**config.mk**
```make
export PLATFORM = sky130hd
export DESIGN_NAME = dsadc_ctrl
export DESIGN_NICKNAME = d
export VERILOG_FILES = /design/src/rtl/dsadc_pkg.sv /design/src/rtl/dsadc_sync.sv /design/src/rtl/dsadc_counter.sv /design/src/rtl/dsadc_seq.sv /design/src/rtl/dsadc_ctrl.sv
export SDC_FILE = /design/constraint.sdc
export NUM_CORES = 1
export LEC_CHECK = 0
export BUFFER_PORTS_ARGS = -buffer_cell sky130_fd_sc_hd__buf_2
export CORE_ASPECT_RATIO = 0.9
export CORE_UTILIZATION = 57
export CTS_BUF_LIST = sky130_fd_sc_hd__clkbuf_8
export CTS_CLUSTER_DIAMETER = 150
export DETAILED_ROUTE_END_ITERATION = 7
export MAX_ROUTING_LAYER = met4
export PLACE_DENSITY = 0.88
export SYNTH_ARGS = -nofsm -noshare
export SYNTH_HDL_FRONTEND = slang
export SYNTH_SLANG_ARGS = --single-unit
```
**constraint.sdc**
```tcl
create_clock -name clk -period 2.92 [get_ports clk]
set_input_delay 0 -clock clk [delete_from_list [all_inputs] [get_ports clk]]
set_output_delay 0 -clock clk [all_outputs]
set_load 0.005 [all_outputs]
```
**src/rtl/dsadc_pkg.sv**
```systemverilog
// Package: shared types for the dual-slope conversion sequencer.
// Assumes: nothing beyond IEEE 1800-2017.
package dsadc_pkg;

    // Conversion phases of the sequencer.
    typedef enum logic [1:0] {
        PH_IDLE = 2'd0,
        PH_RUN  = 2'd1,
        PH_DONE = 2'd2
    } phase_t;

endpackage

```
**src/rtl/dsadc_sync.sv**
```systemverilog
// Module: multi-flop resynchronizer for one asynchronous bit.
// Assumes: input is a level that stays stable for several clocks; reset
// value of the chain is 0 (integrator above ground).
module dsadc_sync #(
    parameter int STAGES = 2
) (
    input  logic clk,
    input  logic rst_n,
    input  logic async_i,
    output logic sync_o
);

    logic [STAGES-1:0] chain_q;

    generate
        for (genvar s = 0; s < STAGES; s++) begin : g_stage
            if (s == 0) begin : g_first
                // First stage samples the asynchronous input.
                always_ff @(posedge clk) begin
                    if (!rst_n) chain_q[0] <= 1'b0;
                    else        chain_q[0] <= async_i;
                end
            end else begin : g_next
                // Later stages shift the sample along the chain.
                always_ff @(posedge clk) begin
                    if (!rst_n) chain_q[s] <= 1'b0;
                    else        chain_q[s] <= chain_q[s-1];
                end
            end
        end
    endgenerate

    assign sync_o = chain_q[STAGES-1];

endmodule

```
**src/rtl/dsadc_counter.sv**
```systemverilog
// Module: conversion counter shared by both slopes; never reloaded
// between run-up and run-down.
// Assumes: clear and advance come from the sequencer; clear has priority.
module dsadc_counter #(
    parameter int CNT_W = 8
) (
    input  logic             clk,
    input  logic             rst_n,
    input  logic             clear_i,
    input  logic             advance_i,
    output logic [CNT_W-1:0] cnt_o,
    output logic             msb_o,
    output logic             at_full_o
);

    localparam logic [CNT_W-1:0] FULL = {CNT_W{1'b1}};

    logic [CNT_W-1:0] cnt_q;

    // Counter register: clear on start, step by one when enabled.
    always_ff @(posedge clk) begin
        if (!rst_n)         cnt_q <= '0;
        else if (clear_i)   cnt_q <= '0;
        else if (advance_i) cnt_q <= cnt_q + 1'b1;
    end

    assign cnt_o     = cnt_q;
    assign msb_o     = cnt_q[CNT_W-1];
    assign at_full_o = (cnt_q == FULL);

    // the count only holds or steps by one unless cleared.
    assert_count_step_R4: assert property (@(posedge clk) disable iff (!rst_n)
        !clear_i |=> (cnt_q == $past(cnt_q) || cnt_q == $past(cnt_q) + 1'b1));

    // a clear always leaves the counter at zero.
    assert_clear_zero_R2: assert property (@(posedge clk) disable iff (!rst_n)
        clear_i |=> (cnt_q == '0));

endmodule

```
**src/rtl/dsadc_seq.sv**
```systemverilog
// Module: phase sequencer. Accepts start requests, gates the counter with
// the synchronized comparator during run-down, detects trip and overflow,
// and drives the shunt release and completion flags.
// Assumes: msb_i and at_full_i come from the shared counter; cmp_sync_i is
// already resynchronized.
module dsadc_seq
    import dsadc_pkg::*;
(
    input  logic clk,
    input  logic rst_n,
    input  logic start_i,
    input  logic msb_i,
    input  logic at_full_i,
    input  logic cmp_sync_i,
    output logic clear_o,
    output logic advance_o,
    output logic finish_o,
    output logic shunt_open_o,
    output logic done_o,
    output logic over_o
);

    phase_t phase_q;
    logic   running;
    logic   accept;
    logic   enable;
    logic   tripped;
    logic   overflow;
    logic   shunt_q;
    logic   done_q;
    logic   over_q;

    // Decode of start acceptance, count enable and end conditions.
    always_comb begin
        running  = (phase_q == PH_RUN);
        accept   = start_i && !running;
        enable   = running && (!msb_i || !cmp_sync_i);
        tripped  = running && msb_i && cmp_sync_i;
        overflow = enable && at_full_i;
    end

    // Phase register: idle -> run on start, run -> done on trip or overflow.
    always_ff @(posedge clk) begin
        if (!rst_n)                    phase_q <= PH_IDLE;
        else if (accept)               phase_q <= PH_RUN;
        else if (tripped || overflow)  phase_q <= PH_DONE;
    end

    // Shunt release: open for the whole conversion, closed otherwise.
    always_ff @(posedge clk) begin
        if (!rst_n)                    shunt_q <= 1'b0;
        else if (accept)               shunt_q <= 1'b1;
        else if (tripped || overflow)  shunt_q <= 1'b0;
    end

    // Completion flag: set at the end, held until the next accepted start.
    always_ff @(posedge clk) begin
        if (!rst_n)                    done_q <= 1'b0;
        else if (accept)               done_q <= 1'b0;
        else if (tripped || overflow)  done_q <= 1'b1;
    end

    // Over-range flag: set only when the counter hit full scale.
    always_ff @(posedge clk) begin
        if (!rst_n)        over_q <= 1'b0;
        else if (accept)   over_q <= 1'b0;
        else if (overflow) over_q <= 1'b1;
    end

    assign clear_o      = accept;
    assign advance_o    = enable && !at_full_i;
    assign finish_o     = tripped || overflow;
    assign shunt_open_o = shunt_q;
    assign done_o       = done_q;
    assign over_o       = over_q;

    // completion and an open shunt never coexist.
    assert_done_shunt_closed_R8: assert property (@(posedge clk) disable iff (!rst_n)
        done_q |-> !shunt_q);

    // completion stays up until a start is accepted.
    assert_done_sticky_R8: assert property (@(posedge clk) disable iff (!rst_n)
        (done_q && !start_i) |=> done_q);

    // an over-range flag always comes with completion.
    assert_over_has_done_R7: assert property (@(posedge clk) disable iff (!rst_n)
        over_q |-> done_q);

endmodule

```
**src/rtl/dsadc_ctrl.sv**
```systemverilog
// Module: top of the dual-slope conversion controller. Ties the comparator
// resynchronizer, the shared counter and the phase sequencer together and
// captures the run-down count as the result.
// Assumes: start_i is synchronous to clk; cmp_i is asynchronous and is 1
// when the integrator output is below ground.
module dsadc_ctrl #(
    parameter int CNT_W       = 8,
    parameter int SYNC_STAGES = 2
) (
    input  logic             clk,
    input  logic             rst_n,
    input  logic             start_i,
    input  logic             cmp_i,
    output logic             sel_ref_o,
    output logic             shunt_open_o,
    output logic [CNT_W-1:0] count_o,
    output logic [CNT_W-2:0] result_o,
    output logic             done_o,
    output logic             over_o
);

    localparam int               RES_W = CNT_W - 1;
    localparam logic [CNT_W-1:0] HALF  = {1'b1, {RES_W{1'b0}}};

    logic             cmp_s;
    logic             clear;
    logic             advance;
    logic             finish;
    logic             msb;
    logic             at_full;
    logic [CNT_W-1:0] cnt;
    logic [RES_W-1:0] result_q;

    dsadc_sync #(.STAGES(SYNC_STAGES)) u_sync (
        .clk     (clk),
        .rst_n   (rst_n),
        .async_i (cmp_i),
        .sync_o  (cmp_s)
    );

    dsadc_counter #(.CNT_W(CNT_W)) u_cnt (
        .clk       (clk),
        .rst_n     (rst_n),
        .clear_i   (clear),
        .advance_i (advance),
        .cnt_o     (cnt),
        .msb_o     (msb),
        .at_full_o (at_full)
    );

    dsadc_seq u_seq (
        .clk          (clk),
        .rst_n        (rst_n),
        .start_i      (start_i),
        .msb_i        (msb),
        .at_full_i    (at_full),
        .cmp_sync_i   (cmp_s),
        .clear_o      (clear),
        .advance_o    (advance),
        .finish_o     (finish),
        .shunt_open_o (shunt_open_o),
        .done_o       (done_o),
        .over_o       (over_o)
    );

    // Result capture: cleared on start, loaded with the low bits at the end.
    always_ff @(posedge clk) begin
        if (!rst_n)      result_q <= '0;
        else if (clear)  result_q <= '0;
        else if (finish) result_q <= cnt[RES_W-1:0];
    end

    assign sel_ref_o = msb;
    assign count_o   = cnt;
    assign result_o  = result_q;

    // run-up never stalls, whatever the comparator shows.
    assert_runup_advances_R4: assert property (@(posedge clk) disable iff (!rst_n)
        (shunt_open_o && !sel_ref_o && !start_i) |=> (count_o == $past(count_o) + 1'b1));

    // run-down begins only after the counter passes half scale.
    assert_rundown_entry_R4: assert property (@(posedge clk) disable iff (!rst_n)
        $rose(sel_ref_o) |-> ($past(count_o) == HALF - 1'b1));

    // a tripped comparator in run-down freezes the count and ends it.
    assert_trip_halts_R5: assert property (@(posedge clk) disable iff (!rst_n)
        (shunt_open_o && sel_ref_o && cmp_s) |=> (done_o && $stable(count_o)));

    // over-range reports a saturated result.
    assert_over_saturates_R7: assert property (@(posedge clk) disable iff (!rst_n)
        over_o |-> (&result_o));

    // a start during a conversion never clears the counter.
    assert_ignore_start_R9: assert property (@(posedge clk) disable iff (!rst_n)
        (shunt_open_o && start_i) |=> (count_o != '0));

endmodule

```
==> impl_metrics.env, run 1 <==
export IMPL_syn2layout_area_growth_pct=20.29
export IMPL_dp_cells=126
export IMPL_outcome="complete, no violations"
export IMPL_h_tree_depth=1
export IMPL_hp_class="input port to register"
export IMPL_setup_tns_final_ns=0
export IMPL_endpoint_kind="register"
export IMPL_holdPathStages=2
export IMPL_synthSimpleGateAreaFrac=0.2394
export IMPL_skew_ns=0.003245
export IMPL_clk_path_buf_depth=2
export IMPL_power_per_cell_area_nw_per_um2=500.5
export IMPL_drc=0
export IMPL_fmax_ghz=0.5962
export IMPL_cp_slowest_cell="dfxtp_1"
export IMPL_tightest_slew_ns=0.8955
export IMPL_min_from="rst_n"
export IMPL_synth_top_area_share=0.4672
export IMPL_drive_gt1_frac=0.2479
export IMPL_post_cts_buffers=0
export IMPL_slowest_delay_ns=0.43
export IMPL_crit_path_cell_trace="ha_1, nand3_1, o21ai_1, nand2_2, mux2i_1"
export IMPL_slew_violations=0
export IMPL_path_max_fanout=7
export IMPL_cp_start_kind="register"
export IMPL_nNetsFinal=123
export IMPL_relSlewSlack=0.4018
export IMPL_antenna_found_initial=0
export IMPL_start_util=0.6487
export IMPL_port_buffers=22
export IMPL_grt_pass1_vias=689
export IMPL_globalplace_congestion=0.8195
export IMPL_num_antenna_cells=0
export IMPL_syn_cell_area_sq_um=857.1
export IMPL_grt_usage=0.2560
export IMPL_rsz0062_at_grt="false"
export IMPL_power_leakage_nw=0.4747
export IMPL_worst_setup_path_type="register to register"
export IMPL_cp_arrival_ns=1.82
export IMPL_die_h_microns=38.79
export IMPL_cts_buffers=3
export IMPL_synth_ff_type="dfxtp_1"
export IMPL_rows=12
export IMPL_synthXorXnorAreaFrac=0.02044
export IMPL_reg2regPathDepth=5
export IMPL_design_die_area_sq_um=1663
export IMPL_vdd_drop_max_uv=376.9
export IMPL_synth_mux_area_fraction=0.09343
export IMPL_cts_tree="built"
export IMPL_synth_nets=98
export IMPL_dp_hpwl_microns=1264
export IMPL_netlist_cell_type_count=26
export IMPL_synth_area_per_cell_sq_um=9.216
export IMPL_synth_edf_count=0
export IMPL_place_area_sq_um=965.9
export IMPL_grt_ovfl_total=0
export IMPL_final_area_sq_um=1031
export IMPL_finalNonFillerCells=131
export IMPL_ant_nets=0
export IMPL_synthAdderAreaFrac=0.01460
export IMPL_maxCapViolations=0
export IMPL_ios=23
export IMPL_yosysMostFrequentCell="dfxtp_1"
export IMPL_wl_per_cell_microns=13.67
export IMPL_detail_route_first_pass_iterations=4
export IMPL_synth_cells=93
export IMPL_drt_iter0_markers=12
export IMPL_yosys_top_cells_count="20 x dfxtp_1, 19 x nand2_1, 8 x mux2i_1, 7 x nor2_1, 6 x a21oi_1"
export IMPL_synth_compound_area_frac=0.1431
export IMPL_ys_warnings_count=0
export IMPL_synth_seq_cells=20
export IMPL_core_area_sq_um=1321
export IMPL_wirelength_microns=1791
export IMPL_critical_path_required_ns=3.06
export IMPL_synth_area_leaders="dfxtp_1 47%, mux2i_1 9.3%, nand2_1 8.3%, a21oi_1 3.5%, nor2_1 3.1%"
export IMPL_fin_crit_sh=0.5744
export IMPL_grt_pass1_wl_microns=3029
export IMPL_clockRootBuffer="clkbuf_8"
export IMPL_crit_start="u_cnt.cnt_o[0]"
export IMPL_hold_viol=0
export IMPL_vias_per_cell=5.847
export IMPL_clkTransAtPathRegs_ns=0.07
export IMPL_ys_seq_area_frac=0.4672
export IMPL_synth_top_family_by_area="simple AND/OR/NAND/NOR gates"
export IMPL_min_period_ns=1.677
export IMPL_yosysTopAreaCell="dfxtp_1"
export IMPL_dieWidth_microns=42.88
export IMPL_clock_sinks=20
export IMPL_grt_max_degree=15
export IMPL_final_setup_viol_count=0
export IMPL_r2r_start="u_cnt.cnt_o[0]"
export IMPL_async_flop_share=0
export IMPL_num_vias=766
export IMPL_clk_latency_ns=0.26
-- cell type report --
| class | instances | area, sq um |
|---|---|---|
| well taps | 14 | 17.52 |
| repair buffers | 23 | 120.1 |
| multi-input cells | 70 | 437.9 |
| flip-flops and latches | 20 | 400.4 |
| clock buffers | 4 | 55.05 |
| fillers | 95 | 290.3 |
-- power by group --
| part | internal (W) | switching [W] |
|---|---|---|
| Combinational | 0.00000972 | 0.0000169 |
| Clock | 0.000120 | 0.0000895 |
| Sequential | 0.000276 | 0.00000363 |
-- stage by stage --
stage               utilization  worst slack [ns]  hold slack, ns  total power [W]
floorplan                     -             1.437          0.1217        0.0003037
global placement         0.7311             1.310          0.2176        0.0003101
detailed placement       0.7311             1.262          0.2228        0.0003109
CTS                      0.7803             1.248        0.004646        0.0005179
global route             0.7803             1.070         0.02067        0.0005294
finish                   0.7803             1.243        0.008668        0.0005160
-- routing by layer --
layer,track usage,vias to the layer above,part of all wire
met5,-,-,0
li1,-,379,-
met1,0.3141,363,0.45
met4,0.07031,0,0.0039
met2,0.4318,22,0.49
met3,0.05607,2,0.056
-- critical path, delay by kind of cell (launching register included) --
family	cells	cell delay, ns
simple gates	2	0.41
fa+ha+maj	1	0.25
flops	1	0.43
compound gates	1	0.30
mux	1	0.17
-- timing repair --
action	4_1_cts	5_1_grt
resized for setup	0	0
endpoints found under the hold margin	1	0
hold buffers	1	0
-- cells by family after synthesis --
kind of cell / count (synthesis)
AOI/OAI and AO/OA: 18
xor gates and xnor gates: 2
adders and majority gates: 1
buffers and inverters: 3
DFF: 20
muxes: 8
and+or+nand+nor: 41
-- worst paths after layout --
| check | slack [ns] | endpoint |
|---|---|---|
| max reg2reg | 1.24 | result_o[1] |
| min reg2reg | 0.45 | u_sync.sync_o |
| min | 0.009 | u_sync.sync_o |
| max | 1.24 | result_o[1] |
-- cells in the final DEF, fill, tap and decap left out, types with 2 or more instances in the layout --
cell type and instances:
a31oi_1 2, or4_1 2, o21ai_0 3, nand3_1 4, o31ai_1 2, nor2_1 7
nand2_1 19, xor2_1 2, a21oi_1 6, or3_1 2, buf_2 22, and2_1 2
dfxtp_1 20, clkbuf_8 4, mux2i_1 8
-- sequential cells by signal (all words and copies together), names as in the netlist --
signal / flops
result_o: 7
u_cnt.cnt_o: 8
u_seq.over_o: 1
u_seq.phase_q: 1
u_seq.shunt_open_o: 1
u_sync.chain_q: 1
u_sync.sync_o: 1
No activity file was read; power rests on OpenSTA's default activity.
==> inputs of run 2 (changes only) <==
CORE_UTILIZATION = 47   (was 57)
PLACE_DENSITY = 0.77   (was 0.88)
clock period = 1.36 ns   (was 2.92 ns; I/O delays follow)
==> impl_metrics.env, run 2 (same netlist as run 1, synthesis figures left out) <==
export IMPL_grt_usage=0.2307
export IMPL_cp_start_kind="register"
export IMPL_wl_per_cell_microns=13.58
export IMPL_cp_arrival_ns=1.58
export IMPL_violations="setup timing"
export IMPL_clk_latency_ns=0.25
export IMPL_swShare=0.2174
export IMPL_min_period_ns=1.401
export IMPL_grt_pass1_vias=752
export IMPL_layout_commonest_cell="buf_2"
export IMPL_clkPwrFrac=0.352
export IMPL_clockRootBuffer="clkbuf_8"
export IMPL_cts_tree="built"
export IMPL_maxCapViolations=0
export IMPL_globalplace_congestion=0.8618
export IMPL_endpoint_kind="register"
export IMPL_vdd_drop_max_uv=922.4
export IMPL_cp_slowest_cell="or4_1"
export IMPL_ios=23
export IMPL_nNetsFinal=142
export IMPL_place_area_sq_um=1137
export IMPL_design_die_area_sq_um=1999
export IMPL_clock_sinks=20
export IMPL_grt_max_degree=15
export IMPL_final_cell_mix="22 x buf_2, 18 x nand2_1, 18 x buf_4"
export IMPL_total_power_w=0.001056
export IMPL_core_area_sq_um=1699
export IMPL_drt_iter0_markers=16
export IMPL_num_antenna_cells=0
export IMPL_grt_pass1_wl_microns=3208
export IMPL_ant_nets=0
export IMPL_h_tree_depth=1
export IMPL_port_buffers=22
export IMPL_critical_path_required_ns=1.54
export IMPL_dp_cells=153
export IMPL_syn2layout_area_growth_pct=44.82
export IMPL_outcome="finished with violations"
export IMPL_reg2regPathDepth=5
export IMPL_final_area_sq_um=1241
export IMPL_tightest_slew_ns=0.3620
export IMPL_p_seq_frac=0.566
export IMPL_slowest_delay_ns=0.42
export IMPL_path_max_fanout=5
export IMPL_skew_ns=0.0005227
export IMPL_internal_power_w=0.0008266
export IMPL_routed_top_layer="met4"
export IMPL_start_util=0.5044
export IMPL_die_h_microns=42.51
export IMPL_hold_viol=0
export IMPL_fillers=140
export IMPL_wirelength_microns=2159
export IMPL_hp_class="input port to register"
export IMPL_final_setup_viol_count=2
export IMPL_wl_met3_microns=103
export IMPL_multi_input_area_sq_um=505.5
export IMPL_grt_ovfl_total=0
export IMPL_dp_hpwl_microns=1442
export IMPL_cts_buffers=3
export IMPL_largest_reg_flops=8
export IMPL_switchingPower_w=0.0002297
export IMPL_drc=0
export IMPL_worst_setup_path_type="register to register"
export IMPL_hold_slack_ns=0.009236
export IMPL_drive_gt1_frac=0.4444
export IMPL_finalNonFillerCells=159
export IMPL_fmax_ghz=0.7137
export IMPL_power_leakage_nw=0.5786
export IMPL_crit_path_cell_trace="ha_4, nand3_4, o211ai_4, or4_1, a21oi_1"
export IMPL_worst_slack_ns=-0.04112
export IMPL_regArea_sq_um=409.1
export IMPL_holdPathStages=2
export IMPL_dp_slack_ns=-0.02158
export IMPL_slew_violations=0
export IMPL_power_per_cell_area_nw_per_um2=851.0
export IMPL_num_vias=844
export IMPL_antenna_found_initial=0
export IMPL_vias_per_cell=5.308
export IMPL_fin_crit_sh=1.030
export IMPL_rsz0062_at_grt="true"
export IMPL_comb_power_share=0.081
export IMPL_wl_met2_microns=1094
export IMPL_clk_path_buf_depth=2
export IMPL_rows=14
export IMPL_clkTransAtPathRegs_ns=0.07
export IMPL_relSlewSlack=0.7581
export IMPL_met1_length_microns=935
export IMPL_detail_route_first_pass_iterations=4
export IMPL_dieWidth_microns=47.02
[run 2: power groups by stage]
stage	Combinational, W	Clock [W]	Sequential [W]
global placement	0.0000744	0	0.000612
global route	0.0000952	0.000405	0.000598
CTS	0.0000818	0.000377	0.000598
finish	0.0000860	0.000372	0.000598
floorplan	0.0000398	0	0.000615
detailed placement	0.0000753	0	0.000613
[run 2: final timing paths]
kind / slack, ns / from / endpoint
hold / removal: 0.009 / rst_n / u_sync.sync_o
setup / recovery: -0.04 / u_cnt.cnt_o[1] / u_cnt.cnt_o[5]
setup reg to reg: -0.04 / u_cnt.cnt_o[1] / u_cnt.cnt_o[5]
hold reg to reg: 0.44 / u_sync.chain_q[0] / u_sync.sync_o
[run 2: timing repair]
action / in CTS / in global routing
gates resized for setup: 4 / 6
hold buffers: 1 / 0
gates cloned: 1 / 0
endpoints found under the setup margin: 5 / 6
pin swaps: 2 / 3
hold endpoints to repair: 1 / 0
buffers inserted: 1 / 0
[run 2: routing by layer]
metal	up-vias	track usage
met5	-	-
met4	0	0.05714
met3	4	0.08190
met2	24	0.3639
met1	398	0.2761
li1	418	-
[run 2: metrics by stage]
| stage | TNS (ns) | utilization |
|---|---|---|
| floorplan | 0 | - |
| global placement | 0 | 0.6694 |
| detailed placement | -0.04030 | 0.6694 |
| CTS | -0.02401 | 0.7150 |
| global route | -0.2062 | 0.7305 |
| finish | -0.07151 | 0.7305 |
[run 2: worst max-delay path, delay by kind of cell (launching register included)]
kind / cells / cell delay (ns)
AO/OA/AOI/OAI: 2 / 0.24
flip-flops: 1 / 0.36
adder cells (fa/ha/maj): 1 / 0.18
AND/OR/NAND/NOR: 2 / 0.54
[run 2: area by class of cell]
class | instances | share of cell area
Clock buffer | 3 | 0.03327
Multi-Input combinational cell | 71 | 0.4073
Sequential cell | 20 | 0.3296
Tap cell | 24 | 0.02419
Timing Repair Buffer | 41 | 0.2056
==> inputs of run 3 (changes only) <==
ABC_AREA = 1   (was default)
CORE_UTILIZATION = 48   (was 47)
MAX_ROUTING_LAYER = default   (was met4)
PLACE_DENSITY = 0.78   (was 0.77)
==> impl_metrics.env, run 3 <==
export IMPL_outcome="complete, no violations"
export IMPL_vdd_drop_max_uv=807.7
export IMPL_die_h_microns=43.75
export IMPL_detail_route_first_pass_iterations=6
export IMPL_path_max_fanout=4
export IMPL_worst_setup_path_type="register to register"
export IMPL_grt_pass1_vias=853
export IMPL_endpoint_kind="register"
export IMPL_r2r_start="u_cnt.cnt_o[2]"
export IMPL_dieWidth_microns=48.39
export IMPL_swShare=0.2305
export IMPL_final_setup_viol_count=0
export IMPL_wl_per_cell_microns=10.95
export IMPL_final_cell_mix="31 x nand2_1, 26 x nor2_1, 22 x buf_2"
export IMPL_power_per_cell_area_nw_per_um2=934.1
export IMPL_synth_seq_cells=20
export IMPL_globalplace_congestion=0.9093
export IMPL_hold_slack_ns=0.02162
export IMPL_cp_arrival_ns=1.42
export IMPL_grt_busiest_layer="met2"
export IMPL_holdPathStages=3
export IMPL_num_antenna_cells=0
export IMPL_fillers=152
export IMPL_cts_buffers=3
export IMPL_dp_hpwl_microns=1490
export IMPL_reg2regPathDepth=6
export IMPL_grt_usage=0.2090
export IMPL_yosysTopAreaCell="dfxtp_1"
export IMPL_worst_slack_ns=0.09798
export IMPL_yosysMostFrequentCell="nand2_1"
export IMPL_fin_crit_sh=0.9280
export IMPL_drive_gt1_frac=0.3041
export IMPL_critical_path_required_ns=1.52
export IMPL_final_area_sq_um=1237
export IMPL_comb_power_share=0.081
export IMPL_use_met2=0.3634
export IMPL_synth_top_area_share=0.4307
export IMPL_clk_latency_ns=0.26
export IMPL_internal_power_w=0.0008895
export IMPL_tightest_slew_ns=0.3083
export IMPL_syn2layout_area_growth_pct=33.11
export IMPL_clock_sinks=20
export IMPL_ant_nets=0
export IMPL_layout_commonest_cell="nand2_1"
export IMPL_dp_slack_ns=0.05757
export IMPL_nNetsFinal=177
export IMPL_h_tree_depth=1
export IMPL_synth_edf_count=0
export IMPL_antenna_found_initial=0
export IMPL_synth_area_leaders="dfxtp_1 43%, nand2_1 13%, nor2_1 10%, inv_1 6.9%, nand3_1 5.9%"
export IMPL_place_area_sq_um=1127
export IMPL_grt_ovfl_total=0
export IMPL_p_seq_frac=0.519
export IMPL_largest_reg_flops=8
export IMPL_yosys_top_cells_count="32 x nand2_1, 26 x nor2_1, 20 x dfxtp_1, 17 x inv_1, 11 x nand3_1"
export IMPL_grt_max_degree=12
export IMPL_ios=23
export IMPL_synth_area_per_cell_sq_um=6.938
export IMPL_hold_viol=0
export IMPL_async_flop_share=0
export IMPL_port_buffers=22
export IMPL_wirelength_microns=2135
export IMPL_clockRootBuffer="clkbuf_8"
export IMPL_grt_use_met3=0.05263
export IMPL_clkTransAtPathRegs_ns=0.08
export IMPL_synth_nets=139
export IMPL_rsz0062_at_grt="true"
export IMPL_cp_start_kind="register"
export IMPL_r2r_end="u_cnt.cnt_o[5]"
export IMPL_synth_ff_type="dfxtp_1"
export IMPL_ys_seq_area_frac=0.4307
export IMPL_drc=0
export IMPL_clk_path_buf_depth=2
export IMPL_drt_iter0_markers=25
export IMPL_relSlewSlack=0.7940
export IMPL_skew_ns=0.005468
export IMPL_grt_pass1_wl_microns=3332
export IMPL_design_die_area_sq_um=2117
export IMPL_reg2reg_setup_slack_ns=0.1
export IMPL_ys_warnings_count=0
export IMPL_vias_per_cell=4.954
export IMPL_switchingPower_w=0.0002664
export IMPL_clkPwrFrac=0.400
export IMPL_num_vias=966
export IMPL_rows=14
export IMPL_hold_end="u_seq.shunt_open_o"
export IMPL_maxCapViolations=0
export IMPL_core_area_sq_um=1752
export IMPL_setup_tns_final_ns=0
export IMPL_power_leakage_nw=0.5809
export IMPL_fmax_ghz=0.7924
export IMPL_cts_tree="built"
export IMPL_netlist_cell_type_count=19
export IMPL_slew_violations=0
export IMPL_synth_cells=134
export IMPL_hp_class="input port to register"
export IMPL_syn_cell_area_sq_um=929.6
export IMPL_min_from="start_i"
export IMPL_min_period_ns=1.262
export IMPL_total_power_w=0.001156
export IMPL_start_util=0.5307
export IMPL_use_met1=0.2440
## run 3: changes by cell type after synthesis, sizes merged, moves of 7 or more
cell   delta
nand3     +7
nor2     +24
inv      +18
nand2    +16
mux2i     -8
## run 3: power by group through the flow
stage	combinational, W	clock (W)	sequential, W
CTS	0.0000884	0.000463	0.000599
finish	0.0000935	0.000463	0.000600
global route	0.000102	0.000484	0.000601
global placement	0.0000798	0	0.000612
floorplan	0.0000473	0	0.000615
detailed placement	0.0000810	0	0.000613
## run 3: timing repair
item                                   in CTS  in global routing
buffers inserted                            0                  0
hold buffers                                3                  0
resized for setup                           0                  6
setup endpoints to repair                   0                 14
endpoints found under the hold margin       2                  0
## run 3: final cells by class
type	count	area, sq um	area share
clock buffer	4	55.05	0.04449
inverter	18	67.56	0.05460
multi-input combinational	95	473.0	0.3822
sequential	20	404.1	0.3266
tap	24	30.03	0.02427
timing repair buffer	34	207.7	0.1678
## run 3: critical path, cell delays in order, from the launching register on
cell	delay [ns]
dfxtp_1	0.40
buf_4	0.15
nand3_1	0.11
nor2_1	0.16
nand3_1	0.11
o21ai_0	0.17
nor2_1	0.06
## run 3: cells by family after synthesis
kind of cell	count (synthesis)	share of synthesized area
flip-flops	20	0.4307
XOR/XNOR	2	0.01885
AND/OR/NAND/NOR	79	0.3728
buffers and inverters	20	0.08613
AO/OA/AOI/OAI	12	0.07806
adder cells (fa/ha/maj)	1	0.01346
## run 3: worst max path at each step
stage                      to            from  slack, ns  cells after the start
2_1_floorplan     result_o[0]  u_cnt.cnt_o[0]       0.02                      8
3_3_place_gp      result_o[0]  u_cnt.cnt_o[0]        0.1                      8
3_5_place_dp      result_o[5]  u_cnt.cnt_o[1]       0.06                      7
4_1_cts           result_o[5]  u_cnt.cnt_o[1]       0.03                      7
5_1_grt           result_o[0]  u_cnt.cnt_o[0]      -0.02                      7
6_report       u_cnt.cnt_o[5]  u_cnt.cnt_o[2]        0.1                      6
## run 3: per-stage QoR
step / utilization / cells
3_3_place_gp: 0.6436 / 187
5_1_grt: 0.7064 / 195
6_report: 0.7064 / 195
2_1_floorplan: - / 134
3_5_place_dp: 0.6436 / 187
4_1_cts: 0.6921 / 194
## run 3: routing by layer
layer	routed length, microns	share of wire
met2	996	0.47
met5	0	0
met4	38	0.018
met3	144	0.067
met1	956	0.45
